===== src/rtl/cpb_pkg.sv =====
package cpb_pkg;
  // Levels for the high-gain set, in half-units of the bias current.
  localparam int unsigned PROP_NORM_DEF  = 6;
  localparam int unsigned PROP_BOOST_DEF = 30;
  localparam int unsigned INTEG_BOOST_DEF = 72;
  localparam int unsigned AUX_DEF        = 3;
  localparam int unsigned LOW_DIV_DEF    = 3;

  typedef struct packed {
    logic force_on;
    logic block;
  } boost_ovr_t;
endpackage


===== src/rtl/cpb_arm.sv =====
module cpb_arm (
  input  logic clk,
  input  logic rst_n,
  input  logic ld_valid_i,
  input  logic ld_main_i,
  input  logic strobe_i,
  output logic armed_o
);
  logic strobe_q;
  logic armed_d;
  logic strobe_fall;

  assign strobe_fall = strobe_q && !strobe_i;

  always_comb begin
    armed_d = armed_o;
    if (ld_valid_i)       armed_d = ld_main_i;
    else if (strobe_fall) armed_d = 1'b0;
  end

  always_ff @(posedge clk or negedge rst_n) begin
    if (!rst_n) begin
      strobe_q <= 1'b0;
      armed_o  <= 1'b0;
    end else begin
      strobe_q <= strobe_i;
      armed_o  <= armed_d;
    end
  end

  // a load of any other word disarms
  p_other_word_r6: assert property (@(posedge clk) disable iff (!rst_n)
    (ld_valid_i && !ld_main_i) |=> !armed_o);
  // a main-word load arms, even when the strobe falls on that cycle
  p_main_word_r10: assert property (@(posedge clk) disable iff (!rst_n)
    (ld_valid_i && ld_main_i) |=> armed_o);
  // a strobe fall with no load consumes the arming
  p_consume_r9: assert property (@(posedge clk) disable iff (!rst_n)
    (strobe_q && !strobe_i && !ld_valid_i) |=> !armed_o);
endmodule


===== src/rtl/cpb_mode.sv =====
module cpb_mode
  import cpb_pkg::*;
(
  input  logic       clk,
  input  logic       rst_n,
  input  logic       armed_i,
  input  logic       strobe_i,
  input  boost_ovr_t ovr_i,
  output logic       boost_o
);
  logic boost_d;

  always_comb begin
    if (ovr_i.block)         boost_d = 1'b0;
    else if (ovr_i.force_on) boost_d = 1'b1;
    else                     boost_d = armed_i && strobe_i;
  end

  always_ff @(posedge clk or negedge rst_n) begin
    if (!rst_n) boost_o <= 1'b0;
    else        boost_o <= boost_d;
  end

  // the block bit dominates
  p_block_wins_r8: assert property (@(posedge clk) disable iff (!rst_n)
    ovr_i.block |=> !boost_o);
  // force holds speed-up on
  p_force_on_r7: assert property (@(posedge clk) disable iff (!rst_n)
    (ovr_i.force_on && !ovr_i.block) |=> boost_o);
  // without arming or force there is no speed-up
  p_need_arm_r5: assert property (@(posedge clk) disable iff (!rst_n)
    (!armed_i && !ovr_i.force_on) |=> !boost_o);
  // speed-up ends after the strobe is sampled low
  p_strobe_end_r5: assert property (@(posedge clk) disable iff (!rst_n)
    (!strobe_i && !ovr_i.force_on) |=> !boost_o);
endmodule


===== src/rtl/cpb_gain.sv =====
module cpb_gain #(
  parameter int unsigned MULT_W      = 7,
  parameter int unsigned PROP_NORM   = 6,
  parameter int unsigned PROP_BOOST  = 30,
  parameter int unsigned INTEG_BOOST = 72,
  parameter int unsigned AUX_LVL     = 3,
  parameter int unsigned LOW_DIV     = 3
) (
  input  logic              clk,
  input  logic              rst_n,
  input  logic              boost_i,
  input  logic              low_gain_i,
  input  logic              integ_off_i,
  output logic [MULT_W-1:0] prop_o,
  output logic [MULT_W-1:0] integ_o,
  output logic [MULT_W-1:0] aux_o
);
  localparam int NLVL = 4;
  localparam int unsigned HI_LVL [NLVL] = '{PROP_NORM, PROP_BOOST, INTEG_BOOST, AUX_LVL};

  // Each level has a full and a one-third version; pick per gain bit.
  logic [MULT_W-1:0] lvl [NLVL];

  for (genvar g = 0; g < NLVL; g++) begin : g_lvl
    localparam logic [MULT_W-1:0] FULL  = MULT_W'(HI_LVL[g]);
    localparam logic [MULT_W-1:0] SCALE = MULT_W'(HI_LVL[g] / LOW_DIV);
    assign lvl[g] = low_gain_i ? SCALE : FULL;
  end

  always_comb begin
    prop_o  = boost_i ? lvl[1] : lvl[0];
    integ_o = (boost_i && !integ_off_i) ? lvl[2] : '0;
    aux_o   = lvl[3];
  end

  // integral pump silent when off or not boosting
  p_integ_quiet_r4: assert property (@(posedge clk) disable iff (!rst_n)
    (integ_off_i || !boost_i) |-> (integ_o == '0));
  // auxiliary level does not depend on speed-up
  p_aux_steady_r2: assert property (@(posedge clk) disable iff (!rst_n)
    $stable(low_gain_i) |-> $stable(aux_o));
endmodule


===== src/rtl/cp_boost_ctrl.sv =====
module cp_boost_ctrl
  import cpb_pkg::*;
#(
  parameter int unsigned MULT_W      = 7,
  parameter int unsigned PROP_NORM   = PROP_NORM_DEF,
  parameter int unsigned PROP_BOOST  = PROP_BOOST_DEF,
  parameter int unsigned INTEG_BOOST = INTEG_BOOST_DEF,
  parameter int unsigned AUX_LVL     = AUX_DEF,
  parameter int unsigned LOW_DIV     = LOW_DIV_DEF,
  parameter int unsigned RST_SYNC    = 2
) (
  input  logic              clk,
  input  logic              rst_n,
  input  logic              ld_valid_i,
  input  logic              ld_main_i,
  input  logic              strobe_i,
  input  logic              force_boost_i,
  input  logic              block_boost_i,
  input  logic              low_gain_i,
  input  logic              integ_off_i,
  output logic              speed_up_o,
  output logic [MULT_W-1:0] prop_mult_o,
  output logic [MULT_W-1:0] integ_mult_o,
  output logic [MULT_W-1:0] aux_mult_o
);
  logic [RST_SYNC-1:0] rst_pipe;
  logic                rst_s_n;
  logic                armed;
  boost_ovr_t          ovr;

  always_ff @(posedge clk or negedge rst_n) begin
    if (!rst_n) rst_pipe <= '0;
    else        rst_pipe <= {rst_pipe[RST_SYNC-2:0], 1'b1};
  end
  assign rst_s_n = rst_pipe[RST_SYNC-1];

  assign ovr.force_on = force_boost_i;
  assign ovr.block    = block_boost_i;

  cpb_arm u_arm (
    .clk(clk), .rst_n(rst_s_n), .ld_valid_i(ld_valid_i),
    .ld_main_i(ld_main_i), .strobe_i(strobe_i), .armed_o(armed)
  );

  cpb_mode u_mode (
    .clk(clk), .rst_n(rst_s_n), .armed_i(armed), .strobe_i(strobe_i),
    .ovr_i(ovr), .boost_o(speed_up_o)
  );

  cpb_gain #(
    .MULT_W(MULT_W), .PROP_NORM(PROP_NORM), .PROP_BOOST(PROP_BOOST),
    .INTEG_BOOST(INTEG_BOOST), .AUX_LVL(AUX_LVL), .LOW_DIV(LOW_DIV)
  ) u_gain (
    .clk(clk), .rst_n(rst_s_n), .boost_i(speed_up_o), .low_gain_i(low_gain_i),
    .integ_off_i(integ_off_i), .prop_o(prop_mult_o), .integ_o(integ_mult_o),
    .aux_o(aux_mult_o)
  );

  // the block is idle while the synchronized reset is held
  p_reset_idle_r1: assert property (@(posedge clk)
    !rst_s_n |-> !speed_up_o);
endmodule


===== config.mk =====
export PLATFORM = sky130hd
export DESIGN_NAME = cp_boost_ctrl
export DESIGN_NICKNAME = d
export VERILOG_FILES = /design/src/rtl/cpb_pkg.sv /design/src/rtl/cpb_arm.sv /design/src/rtl/cpb_mode.sv /design/src/rtl/cpb_gain.sv /design/src/rtl/cp_boost_ctrl.sv
export SDC_FILE = /design/constraint.sdc
export NUM_CORES = 1
export LEC_CHECK = 0
export BUFFER_PORTS_ARGS = -buffer_cell sky130_fd_sc_hd__buf_4
export CAP_MARGIN = 10
export CORE_AREA = 4 4 41 43
export CTS_CLUSTER_SIZE = 14
export DETAILED_ROUTE_END_ITERATION = 6
export DIE_AREA = 0 0 45 47
export GPL_TIMING_DRIVEN = 0
export PLACE_DENSITY = 0.56
export SETUP_SLACK_MARGIN = 0.02
export SYNTH_ARGS = -nofsm -noshare
export SYNTH_HDL_FRONTEND = slang
export SYNTH_SLANG_ARGS = --single-unit

===== constraint.sdc =====
create_clock -name clk -period 1.72 [get_ports clk]
set_input_delay 0.172 -clock clk [delete_from_list [all_inputs] [get_ports clk]]
set_output_delay 0.172 -clock clk [all_outputs]
set_load 0.03 [all_outputs]

=== Word-level counts from Yosys, hierarchy flattened ===
Index checks and enable logic that the tools add are counted.

* Register bits after elaboration: 5
* Input port bits: 9
* Output and inout port bits: 22
* Logic and storage cells: 20

* Mux-type cells: 10
* Reductions and logical operators: 6

{| class="wikitable"
|+ Operator list
! kind !! number
|-
| $mux W7 || 3
|-
| $mux W5 || 1
|-
| $mux W1 || 4
|-
| $logic_and A1 B1 Y1 || 3
|-
| $mux W3 || 1
|-
| $logic_not A1 Y1 || 2
|-
| $mux W2 || 1
|-
| $reduce_bool A2 Y1 || 1
|}

=== Logic depth before layout (Yosys ltp) ===
* Depth after elaboration: 4
* Gate-level depth with buffers: 2
* Depth with buffers taken out: 2

=== Modules after synthesis ===
Synthesis repeated with hierarchy kept, for this count alone.

* Cell total of the unflattened synthesis: 35
* Area total of the unflattened synthesis: 327.8 um^2

{| class="wikitable"
|+ Modules (own cells, without submodules)
! module !! times used !! cells each !! area an instance (um^2)
|-
| cpb_gain || 1 || 23 || 165.2
|-
| cpb_arm || 1 || 6 || 75.1
|-
| cp_boost_ctrl || 1 || 3 || 53.8
|-
| cpb_mode || 1 || 3 || 33.8
|}

=== Worst setup path before layout ===
No wires, ideal clock.

* Kind: register to output
* From: register u_mode.boost_o
* To: output integ_mult_o[4]
* Arrival: 1.174 ns
* Data required time: 1.548 ns
* Setup slack: 0.374 ns
* Stages on the path, launching flop included: 3
* Path buffers: 0
* Path through: dfrtp_1 -> nor2b_4 -> and2_1

* Word-level cells in the longest chain between the ends: 2

{| class="wikitable"
|+ RTL lines
! item !! RTL line !! RTL
|-
| start, declared || cpb_mode.sv:9 || <nowiki>output logic boost_o</nowiki>
|-
| start signal, assigned || cpb_mode.sv:21 || <nowiki>else boost_o <= boost_d;</nowiki>
|-
| $logic_and A1 B1 Y1 || cpb_gain.sv:32 || <nowiki>integ_o = (boost_i && !integ_off_i) ? lvl[2] : '0;</nowiki>
|-
| $mux W7 || cpb_gain.sv:32 ||
|-
| end, declared || cp_boost_ctrl.sv:23 || <nowiki>output logic [MULT_W-1:0] integ_mult_o,</nowiki>
|}

Every way passes these cells.

=== Worst setup path in the final report ===
Ends and elaborated chain as after synthesis.

==> impl_metrics.toml <==
[flow_run]
cap_violations = 0

[pwr]
p_leak_nw = 0.321
pwr_density_cell_nw_per_um2 = 729
ir_worst_vdd_uv = 388

[sta]
fin_worst_skew_ns = 0.00358
fmax_mhz = 797
rsz0062_at_grt = "no"
period_needed_ns = 1.25
fin_setup_tns_ns = 0
setup_violations = 0
hold_viol = 0
slew_viol_final = 0
fin_crit_sh_pct = 73.0

[logic_synthesis]
synth_edf_count = 0
synth_mux_area_share_pct = 0
synthAdderAreaFrac_pct = 0
synth_cells = 34
synth_xor_xnor_area_share_pct = 0
netlist_area_sq_um = 319
ys_types = 12
yosysWarnings = 0
ys_ff_latch = 5
synth.largest_area_cell = "dfrtp_1"
synth_commonest_cells = "buf_4 (16), dfrtp_1 (5), and2_1 (2), conb_1 (2), nor2b_1 (2)"
ys_seq_area_share_pct = 39.2
synth_top_family_by_area = "buffers and inverters"
synthArstFlopShare_pct = 100
synth_most_common_cell = "buf_4"
synth_top_area_share_pct = 39.2
synth_simple_gate_area_share_pct = 16.5
synth_top_flop_cell = "dfrtp_1"
synth_area_leaders = "dfrtp_1 (39%), buf_4 (38%), nor2b_4 (4.3%)"
synth_compound_area_share_pct = 3.14
syn_avg_cell_area_sq_um = 9.38

[drt]
routed_wl_microns = 604
ant_nets = 0
via_count = 255
drc = 0
vias_per_cell = 3.07
drtIter0Drc = 0
wl_per_cell_microns = 7.28
first_pass_iters = 1

[global_route]
antenna_found_initial = 0
grt_pass1_vias = 230
grt_pass1_wl_microns = 862
grt_max_degree = 5
grt_overflow = 0
track_usage_pct = 6.04

[worst_setup_path]
crit_chain = "nor2b_4, and2_1, buf_4"
worstSetupEndpointType = "output port"
crit_required_ns = 1.55
cp_max_fo = 4
critPathLaunch = "u_mode.boost_o"
cp.buffers_inverters = 1
path_class = "reg2out"
crit_family = "flip-flops"
crit_arrival_ns = 1.08
crit_path_start_kind = "flip-flop"
cp_slowest_cell = "dfrtp_1"
r2r-start = "u_arm.armed_o"
slowest_delay_ns = 0.39

[status]
status = "complete, no violations"

[placement]
place_area_sq_um = 507
place_congestion = 0.623
port_buffers = 16

[clocking]
cts_resized = 0
htreeDepth = 1
cts.sinks = 5
clk_pin_slew_ns = 0.04
clockRootBuffer = "clkbuf_4"
numCtsBuffers = 3
cts_tree = "done"
clock_latency_ns = 0.24
clockBufferDepth = 2

[worst_hold_path]
min_path_type = "reg2async"

[cells_and_area]
nets = 78
area_growth_pct = 70.2
fillCellCount = 139
layout-drive-gt1-share_pct = 52.9
diodes = 0
stdcell_area_sq_um = 543

[floorplanning]
rows = 13
start_util_pct = 24.5
core_area_sq_um = 1300
die_area_sq_um = 2120
die_w_microns = 45
ios = 31
dieHeight_microns = 47
[worst reg2reg max path, delay by kind of cell, from the launching register on]
family,cells,cell delay [ns]
flip-flops,1,0.38
AO/OA/AOI/OAI,1,0.13
AND/OR/NAND/NOR,1,0.07
[cell families after synthesis]
family,after synthesis
buffers and inverters,17
and+or+nand+nor,8
DFF,5
AOI/OAI and AO/OA,2
other,2
[cell type report]
class / count / area, sq um / share of cell area [%]
repair buffers: 17 / 130 / 24.0
flip-flops and latches: 5 / 125 / 23.0
plain buffers: 16 / 120 / 22.1
multi-input cells: 25 / 119 / 21.9
clock buffers: 4 / 26.3 / 4.84
well taps: 15 / 18.8 / 3.46
inverters: 1 / 3.75 / 0.691
[stage by stage]
step                power [mW]  std cells  hold WS [ns]  setup WS [ns]  util, %
floorplan                0.228         47        -0.124          0.374        -
global placement         0.261         78       -0.0446          0.710     38.9
detailed placement       0.261         78       -0.0442          0.715     38.9
CTS                      0.407         83        0.0355          0.436     41.7
global route             0.424         83        0.0398          0.389     41.7
finish                   0.396         83        0.0310          0.465     41.7
[repair_timing]
action | 4_1_cts | 5_1_grt
endpoints found under the hold margin | 2 | 0
buffers inserted | 0 | 0
hold buffers | 1 | 0
[metal layers]
metal	GRT usage [%]	vias up	routed length [microns]
li1	-	138	-
met1	4.85	103	180
met2	10.5	14	337
met3	3.45	0	86
met4	5.26	0	0
met5	0	-	0
[path summary, 6_finish.rpt]
path / to / slack, ns / depth (start not counted)
min: u_mode.boost_o / 0.03 / 0
max in group asynchronous: rst_pipe[1] / 1.38 / 2
max reg2reg: u_mode.boost_o / 1.03 / 2
min in group clk: u_arm.strobe_q / 0.05 / 1
min reg2reg: u_mode.boost_o / 0.03 / 0
max: integ_mult_o[4] / 0.47 / 3
[report_power, final]
part / total, mW / internal [mW] / switching (mW)
Clock: 0.134 / 0.0876 / 0.0462
Combinational: 0.133 / 0.0552 / 0.0773
Sequential: 0.130 / 0.125 / 0.00429
Total: 0.396 / 0.268 / 0.128
[state kept, by name, indices dropped and copies added, names as in the netlist]
signal          count
rst_pipe            2
u_arm.armed_o       1
u_arm.strobe_q      1
u_mode.boost_o      1
[cell usage in the layout (no fill, tap or decap), types with 2 or more instances in the layout]
master / synthesis / final
conb_1: 2 / 15
buf_4: 16 / 32
and2_1: 2 / 2
nor2b_1: 2 / 2
clkbuf_4: 0 / 3
dfrtp_1: 5 / 5
Note: power is estimated with default switching activity, not from simulation.
